File: src/rtl/pad_irq_pkg.sv
package pad_irq_pkg;
  localparam int NUM_CH     = 8;
  localparam int DATA_W     = 32;
  localparam int SEL_W      = 8;
  localparam int FLT_W      = 4;
  localparam int REG_ADDR_W = 8;

  localparam logic [REG_ADDR_W-1:0] OFS_TRIG = 8'h00;
  localparam logic [REG_ADDR_W-1:0] OFS_SELA = 8'h04;
  localparam logic [REG_ADDR_W-1:0] OFS_SELB = 8'h08;
  localparam logic [REG_ADDR_W-1:0] OFS_FILT = 8'h0C;

  // Edge bits in [7:0], polarity bits in [23:16]
  localparam logic [DATA_W-1:0] TRIG_MASK = 32'h00FF_00FF;

  typedef struct packed {
    logic             edge_mode;
    logic             active_low;
    logic [SEL_W-1:0] pad_sel;
    logic [FLT_W-1:0] filt;
  } chan_cfg_t;
endpackage

File: src/rtl/pad_irq_regs.sv
module pad_irq_regs
  import pad_irq_pkg::*;
(
  input  logic                  clk,
  input  logic                  rst,
  input  logic                  we,
  input  logic [REG_ADDR_W-1:0] addr,
  input  logic [DATA_W-1:0]     wdata,
  output logic [DATA_W-1:0]     rdata,
  output chan_cfg_t [NUM_CH-1:0] cfg
);
  logic [DATA_W-1:0] trig_q, sela_q, selb_q, filt_q, rdata_q;

  always_ff @(posedge clk) begin
    if (rst) begin
      trig_q <= '0;
      sela_q <= '0;
      selb_q <= '0;
      filt_q <= '0;
    end else if (we) begin
      case (addr)
        OFS_TRIG: trig_q <= wdata & TRIG_MASK;
        OFS_SELA: sela_q <= wdata;
        OFS_SELB: selb_q <= wdata;
        OFS_FILT: filt_q <= wdata;
        default:  ;
      endcase
    end
  end

  always_ff @(posedge clk) begin
    if (rst) begin
      rdata_q <= '0;
    end else begin
      case (addr)
        OFS_TRIG: rdata_q <= trig_q;
        OFS_SELA: rdata_q <= sela_q;
        OFS_SELB: rdata_q <= selb_q;
        OFS_FILT: rdata_q <= filt_q;
        default:  rdata_q <= '0;
      endcase
    end
  end

  assign rdata = rdata_q;

  always_comb begin
    for (int ch = 0; ch < NUM_CH; ch++) begin
      cfg[ch].edge_mode  = trig_q[ch];
      cfg[ch].active_low = trig_q[16+ch];
      cfg[ch].pad_sel    = (ch < 4) ? sela_q[(ch%4)*SEL_W +: SEL_W]
                                    : selb_q[(ch%4)*SEL_W +: SEL_W];
      cfg[ch].filt       = filt_q[ch*FLT_W +: FLT_W];
    end
  end


  trig_unused_zero_chk: assert property (@(posedge clk) disable iff (rst)
    ($past(addr) == OFS_TRIG) |-> ((rdata & ~TRIG_MASK) == '0));


  unmapped_reads_zero_chk: assert property (@(posedge clk) disable iff (rst)
    ($past(addr) != OFS_TRIG && $past(addr) != OFS_SELA &&
     $past(addr) != OFS_SELB && $past(addr) != OFS_FILT) |-> (rdata == '0));
endmodule

File: src/rtl/pad_irq_filter.sv
module pad_irq_filter #(
  parameter int FLT_W = 4,
  parameter int UNIT  = 4
) (
  input  logic             clk,
  input  logic             rst,
  input  logic             din,
  input  logic [FLT_W-1:0] nsel,
  output logic             dout
);
  localparam int MAX_LEN = ((1 << FLT_W) - 1) * UNIT;
  localparam int CNT_W   = $clog2(MAX_LEN + 1);

  logic [CNT_W-1:0] lim;
  logic [CNT_W-1:0] cnt_q;
  logic             q;

  // A zero setting degenerates to a one-sample window (bypass)
  assign lim = (nsel == '0) ? CNT_W'(1) : CNT_W'(nsel) * CNT_W'(UNIT);

  always_ff @(posedge clk) begin
    if (rst) begin
      q     <= 1'b0;
      cnt_q <= '0;
    end else if (din == q) begin
      cnt_q <= '0;
    end else if (cnt_q >= lim - 1'b1) begin
      q     <= din;
      cnt_q <= '0;
    end else begin
      cnt_q <= cnt_q + 1'b1;
    end
  end

  assign dout = q;


  filt_takes_input_chk: assert property (@(posedge clk) disable iff (rst)
    (q != $past(q)) |-> ($past(din) == q));
endmodule

File: src/rtl/pad_irq_chan.sv
module pad_irq_chan
  import pad_irq_pkg::*;
#(
  parameter int NUM_PADS    = 128,
  parameter int SYNC_STAGES = 2,
  parameter int FLT_UNIT    = 4
) (
  input  logic                clk,
  input  logic                rst,
  input  logic [NUM_PADS-1:0] pads,
  input  chan_cfg_t           cfg,
  output logic                irq
);
  localparam int                 EXT     = 1 << SEL_W;
  localparam logic [SEL_W:0]     PAD_LIM = (SEL_W+1)'(NUM_PADS);

  logic [EXT-1:0]         pad_ext;
  logic                   raw;
  logic [SYNC_STAGES-1:0] sync_q;
  logic                   pol;
  logic                   filt;
  logic                   filt_d;
  logic                   irq_q;

  // Zero extension makes any select beyond the pad count read as 0
  assign pad_ext = EXT'(pads);
  assign raw     = pad_ext[cfg.pad_sel];

  always_ff @(posedge clk) begin
    if (rst) sync_q <= '0;
    else     sync_q <= {sync_q[SYNC_STAGES-2:0], raw};
  end

  assign pol = sync_q[SYNC_STAGES-1] ^ cfg.active_low;

  pad_irq_filter #(
    .FLT_W (FLT_W),
    .UNIT  (FLT_UNIT)
  ) i_filter (
    .clk  (clk),
    .rst  (rst),
    .din  (pol),
    .nsel (cfg.filt),
    .dout (filt)
  );

  always_ff @(posedge clk) begin
    if (rst) begin
      filt_d <= 1'b0;
      irq_q  <= 1'b0;
    end else begin
      filt_d <= filt;
      irq_q  <= cfg.edge_mode ? (filt & ~filt_d) : filt;
    end
  end

  assign irq = irq_q;


  bad_sel_zero_chk: assert property (@(posedge clk) disable iff (rst)
    ({1'b0, cfg.pad_sel} >= PAD_LIM) |=> !sync_q[0]);


  edge_pulse_single_chk: assert property (@(posedge clk) disable iff (rst)
    (irq_q && cfg.edge_mode) |=> (!irq_q || !cfg.edge_mode));
endmodule

File: src/rtl/pad_irq_router.sv
module pad_irq_router
  import pad_irq_pkg::*;
#(
  parameter int NUM_PADS    = 128,
  parameter int SYNC_STAGES = 2,
  parameter int FLT_UNIT    = 4
) (
  input  logic                  clk,
  input  logic                  rst,
  input  logic [NUM_PADS-1:0]   pad_in,
  input  logic                  reg_we,
  input  logic [REG_ADDR_W-1:0] reg_addr,
  input  logic [DATA_W-1:0]     reg_wdata,
  output logic [DATA_W-1:0]     reg_rdata,
  output logic [NUM_CH-1:0]     irq_out
);
  chan_cfg_t [NUM_CH-1:0] cfg;
  logic      [NUM_CH-1:0] irq_w;

  pad_irq_regs i_regs (
    .clk   (clk),
    .rst   (rst),
    .we    (reg_we),
    .addr  (reg_addr),
    .wdata (reg_wdata),
    .rdata (reg_rdata),
    .cfg   (cfg)
  );

  for (genvar ch = 0; ch < NUM_CH; ch++) begin : g_chan
    pad_irq_chan #(
      .NUM_PADS    (NUM_PADS),
      .SYNC_STAGES (SYNC_STAGES),
      .FLT_UNIT    (FLT_UNIT)
    ) i_chan (
      .clk  (clk),
      .rst  (rst),
      .pads (pad_in),
      .cfg  (cfg[ch]),
      .irq  (irq_w[ch])
    );
  end

  assign irq_out = irq_w;


  reset_quiet_chk: assert property (@(posedge clk)
    $past(rst) |-> (irq_out == '0));
endmodule

File: config.mk
export PLATFORM = sky130hd
export DESIGN_NAME = pad_irq_router
export DESIGN_NICKNAME = d
export VERILOG_FILES = /design/src/rtl/pad_irq_pkg.sv /design/src/rtl/pad_irq_regs.sv /design/src/rtl/pad_irq_filter.sv /design/src/rtl/pad_irq_chan.sv /design/src/rtl/pad_irq_router.sv
export SDC_FILE = /design/constraint.sdc
export NUM_CORES = 1
export LEC_CHECK = 0
export CAP_MARGIN = 20
export CORE_MARGIN = 10
export CORE_UTILIZATION = 55
export CTS_BUF_LIST = sky130_fd_sc_hd__clkbuf_4 sky130_fd_sc_hd__clkbuf_8
export CTS_CLUSTER_SIZE = 30
export DETAILED_ROUTE_END_ITERATION = 10
export GPL_ROUTABILITY_DRIVEN = 0
export PLACE_DENSITY = 0.78
export SKIP_LAST_GASP = 1
export SLEW_MARGIN = 0
export SYNTH_ARGS = -nofsm -noshare
export SYNTH_HDL_FRONTEND = slang
export SYNTH_HIERARCHICAL = 1
export SYNTH_SLANG_ARGS = --single-unit
File: constraint.sdc
create_clock -name clk -period 2.4 [get_ports clk]
set_input_delay 0.36 -clock clk [delete_from_list [all_inputs] [get_ports clk]]
set_output_delay 0.36 -clock clk [all_outputs]
set_load 0.05 [all_outputs]
Word level (Yosys, flattened, before mapping)
Index checks and enable logic that the tools add are counted.

Reductions and logical operators: 29. Eq/ne operators: 11. Multiplexer cells: 33. Add/sub/neg operators: 16. $lt $le $gt $ge: 16. Bitwise logic cells: 32.

Operators by type and width (number): $pmux W32 S4 (1); $lt A8 B9 Y1 const B (8); $bmux W1 S8 (8); $add A6 B1 Y6 const B (8); $ge A6 B6 Y1 (8); $mux W6 (8); $sub A6 B1 Y6 const B (8); $logic_not A4 Y1 (8); $reduce_and A2 Y1 (12); $reduce_or A3 Y1 (8); $eq A8 B4 Y1 const B (2); $mux W1 (16); $not A1 Y1 (16); $and A1 B1 Y1 (8); $eq A1 B1 Y1 (8); $eq A8 B3 Y1 const B (1); $logic_not A8 Y1 (1); $xor A1 B1 Y1 (8).

Word-level logic and storage cells: 182. Register bits: 232. Output and inout bits: 40.

Logic depth before layout (Yosys ltp)
Word-level depth: 5. Depth in mapped cells: 9.

By module
The synthesis kept the hierarchy.

By module, submodules not included: pad_irq_chan (instances 8, sequential area each 80.1 um^2, cells an instance 126, area an instance 1338.8 um^2); pad_irq_regs (instances 1, sequential area each 2882.8 um^2, cells an instance 531, area an instance 6079.6 um^2); pad_irq_filter (instances 8, sequential area each 140.1 um^2, cells an instance 53, area an instance 461.7 um^2).

Least setup slack after synthesis
Ideal clock, no wire load.

Path type: reg-to-reg. Start: register i_regs.selb_q[24]. End: register g_chan[7].i_chan.sync_q[0]. Slack: 0.598 ns. Library setup time: 0.126 ns. Path buffers: 1. Arrival: 1.676 ns. Cell stages (with the launch flop): 8. Cell sequence: dfxtp_1 buf_6 mux4_1 mux2_2 nor4b_2 a311oi_1 nand4_1 o211ai_1.

Cells in the longest elaborated chain, start to end: 2.

RTL lines: from (decl) (RTL line pad_irq_regs.sv:12) `logic [DATA_W-1:0] trig_q, sela_q, selb_q, filt_q, rdata_q;`; from (signal assigned) (RTL line pad_irq_regs.sv:24) `OFS_SELB: selb_q <= wdata;`; $bmux W1 S8 (RTL line pad_irq_chan.sv:27) `assign raw = pad_ext[cfg.pad_sel];`; $mux W1 (implied by the code) (RTL line pad_irq_chan.sv:27); to (signal assigned) (RTL line pad_irq_chan.sv:31) `else sync_q <= {sync_q[SYNC_STAGES-2:0], raw};`; to (decl) (RTL line pad_irq_chan.sv:19) `logic [SYNC_STAGES-1:0] sync_q;`.

No other way between the ends. The select of a mux whose other input is x is not followed. A chain may end at the register's enable or synchronous reset.

Worst setup path in the final report
Start: register i_regs.sela_q[0]. End: register g_chan[0].i_chan.sync_q[0].

Cells in the longest elaborated chain, start to end: 2.

RTL lines: from (decl) (RTL line pad_irq_regs.sv:12); from (signal assigned) (RTL line pad_irq_regs.sv:23) `OFS_SELA: sela_q <= wdata;`; $bmux W1 S8 (RTL line pad_irq_chan.sv:27); $mux W1 (implied by the code) (RTL line pad_irq_chan.sv:27); to (signal assigned) (RTL line pad_irq_chan.sv:31); to (decl) (RTL line pad_irq_chan.sv:19).

No other way between the ends. The select of a mux whose other input is x is not followed.

==> results.md <==
Timing:
- For this run, the top clock speed supported by timing is 429 MHz.
- For the pin with the worst max-slew slack, the measured transition is 0.835 ns.
- Setup repair after global routing left no endpoint under its margin.
- The relative slew slack is 44.3%.
- The number of hold violations in the final report is 0.
- The aggregate negative setup slack is 0 ns.
- The routed design could run at a clock period as short as 2.33 ns.
- Setup violations remaining at the end of the flow were counted as 0.
- After layout, the worst path uses 97.1% of the clock period.
- The final number of max-transition violations was 0.
- The clock skew after layout is 0.0229 ns.

Logic synthesis:
- Yosys printed 6 warnings.
- The number of nets handed over by synthesis was 2190.
- The prevailing post-synth register cell is dfxtp_1.
- The number of unique standard cell types used by synthesis is 50.
- Synthesis produced 1963 cells.
- In this run the cell area of the synthesized design comes to 20500 sq um.
- The async set-reset flop share out of synthesis is 0%.
- The synthesized design contains 0 enable-type register cells.
- Synthesis inferred 232 register bits.
- A synthesized cell averages 10.4 sq um.
- The sequential area share after synthesis is 22.7%.

Setup path:
- The maximum fanout along the worst path is 5.
- The endpoint kind of the worst setup timing path is a flip-flop.
- Traced cell by cell, the critical path runs through mux4_1, mux2_2, nor4b_2, a311oi_1, nand4_1, o211ai_1.
- The worst setup path is launched from a flip-flop.
- The endpoint arrival time on the critical path is 2.76 ns.
- The cell with the biggest individual delay on the critical path is dfxtp_1.
- The worst path required time is 2.83 ns.
- The register-to-register path setup slack is 0.07 ns.
- Counting both buffers and inverters, the worst setup path holds a total of 0.
- The critical path is of the flip-flop to flip-flop type.
- The largest delay contributor family on the critical path is multiplexers.
- The longest individual stage delay on the worst path is 0.66 ns.

Detailed routing:
- The mean number of vias per cell is 7.03.
- Wires add up to 72600 um.
- The wire length per cell is 27.2 um.
- The total vias in the final route is 18800.
- The detail route stage leaves a number of antenna-violating nets equal to 0.
- The remaining design rule violation count is 0.
- The detailed router finished its first iteration with 2684 violations.
- The number of iterations in the first detailed-routing pass is 6.

Die:
- In this run the horizontal extent of the chip is 213 um.
- 211 I/O pins were placed.
- The starting utilization of the core area is 55.8%.
- The count of standard-cell rows is 70.
- The die is 213 um tall.
- The die covers 45400 sq um.
- The placeable core region is 36700 sq um.

Run status:
- The flow ran to the end, and the final reports show no timing, DRC or antenna violations.

Final layout:
- For this run, the post-layout net count is 2400.
- Of the cells placed in the final design, the portion with a size suffix greater than 1 is 20.0%.
- The library cell used most frequently in the layout, excluding fill and tap cells, is mux2i_1.
- The post-route core utilization is 66.0%.
- Compared with the post-synthesis result, the final layout area differs by 18.3%.
- Excluding fillers, the count of instances in the completed layout stands at 2672.
- In the layout the commonest cells are mux2i_1, dfxtp_1, clkdlybuf4s50_1.

Run:
- Max-cap violations in this run came to 0.

GRT:
- For this run the aggregate overflow at the end of global routing stands at 0.
- The pin count of the biggest net entering global routing is 69.
- The met3 usage in global routing is 9.56%.
- In the global route stage, met2 resource usage came out at 49.2%.
- The met1 capacity usage during global routing is 37.6%.
- In the global route stage, overall resource usage came out at 31.1%.
- The number of antenna violations at the first check in global routing is 2.
- The wire length of the first global-routing pass is 110000 um.
- The number of global-route vias before repair is 18900.
- The busiest layer in global routing is met2.

Power and ir drop:
- The peak ir drop on the vdd network is 0.330 mV.
- The power per unit of standard cell area is 387 nW/um^2.
- The leakage power is 8.52 nW.
- The completed layout was analyzed and its total power is 0.00937 W.

Clock tree:
- For this design, the CTS-stage hold fixing added 0 buffers.
- The maximum buffer depth of the clock tree is 3.
- In this run the clock root is driven by a clkbuf_8.
- The clock slew at the register clock pins of the worst setup and hold paths is 0.06 ns.
- Buffers inserted during clock tree synthesis total 40.
- CTS built an H-tree with a depth of 2.
- The clock net in this run drives a total of 232 sinks.
- The clock tree from TritonCTS is done.
- The later pin in the worst-skew pair is clocked with a latency of 0.56 ns.

Placed design:
- The number of port buffers is 210.
- The placed instance count is 2599.
- The detailed placement HPWL is 53800 um.

Hold path:
- The tightest min-delay check is of the input port to flip-flop type.
## per-stage QoR
| stage | setup slack (ns) | hold slack, ns | area, sq um |
|---|---|---|---|
| finish | 0.0685 | 0.395 | 24200 |
| floorplan | 0.598 | 0.396 | 20500 |
| global placement | 0.0281 | 0.398 | 23300 |
| global route | 0.0225 | 0.391 | 24200 |
| detailed placement | -0.0425 | 0.407 | 23300 |
| CTS | 0.142 | 0.334 | 24200 |
## cell families after synthesis
logic type	synth area share, %
fa+ha+maj	3.42
xor+xnor	2.05
simple gates	19.4
flops	22.7
compound gates	7.92
mux	39.2
buf+inv	5.31
## sequential cells by signal (all words and copies together) (netlist names)
name / cells
i_regs/selb_q: 32
i_regs/filt_q: 32
g_chan.i_chan/sync_q: 16
g_chan.i_chan/i_filter/cnt_q: 48
i_regs/trig_q: 16
g_chan.i_chan/i_filter/dout: 8
g_chan.i_chan/filt_d: 8
i_regs/sela_q: 32
i_regs/rdata: 32
g_chan.i_chan/irq: 8
## cell type report
class / instances / area, sq um
diodes: 2 / 5.00
fillers: 2837 / 12500
clock inverters: 9 / 141
flip-flops and latches: 232 / 4660
well taps: 468 / 586
inverters: 24 / 90.1
clock buffers: 62 / 785
multi-input cells: 1554 / 14800
repair buffers: 321 / 3220
## metal layers
layer | wire length, um | part of all wire, %
met1 | 26100 | 36
met5 | 14 | 0.019
met3 | 9550 | 13
met4 | 4250 | 5.9
met2 | 32700 | 45
## path summary, 6_finish.rpt
kind                                                          from                                     to  cells past startpoint
worst max register to register       i_regs/sela_q[0]$_SDFFE_PP0P_  g_chan[0].i_chan/sync_q[0]$_SDFF_PP0_                      6
worst min-delay path                                           rst  g_chan[6].i_chan/sync_q[1]$_SDFF_PP0_                      2
worst max-delay path                 i_regs/sela_q[0]$_SDFFE_PP0P_  g_chan[0].i_chan/sync_q[0]$_SDFF_PP0_                      6
worst min register to register  g_chan[6].i_chan/filt_d$_SDFF_PP0_        g_chan[6].i_chan/irq$_SDFF_PP0_                      1
## synth_stat cells, types with 9 or more instances
cell / number / share of area [%]
mux2i_1: 304 / 15
dfxtp_1: 232 / 23
nand2b_1: 176 / 5.4
mux4_2: 160 / 18
nor2_1: 113 / 2.1
nand2_1: 81 / 1.5
a21oi_1: 64 / 1.6
ha_1: 56 / 3.4
nor2b_1: 49 / 1.5
a22oi_1: 48 / 1.8
mux2_2: 48 / 2.6
nand3_1: 48 / 1.2
clkbuf_1: 44 / 0.81
buf_2: 41 / 1.0
and3_1: 40 / 1.2
buf_4: 37 / 1.4
mux4_1: 32 / 4.1
nand4_1: 32 / 0.98
o211ai_1: 32 / 1.2
xor2_1: 32 / 1.4
buf_6: 31 / 1.7
a31oi_1: 24 / 0.73
inv_1: 24 / 0.44
nand3b_1: 16 / 0.59
nor3b_1: 16 / 0.59
o21ai_0: 16 / 0.39
xnor2_1: 16 / 0.68
nor3_1: 9 / 0.22
## timing repair
action | in CTS | in global routing
setup endpoints to repair | 0 | 3
setup buffers | 0 | 0
gates resized for setup | 0 | 3
## power by group
part,switching (W),total [W],internal [W],leakage [nW]
Clock,0.00172,0.00415,0.00243,0.489
Combinational,0.000654,0.00133,0.000675,6.16
Sequential,0.0000208,0.00390,0.00388,1.88
No activity file was read; power rests on OpenSTA's default activity.
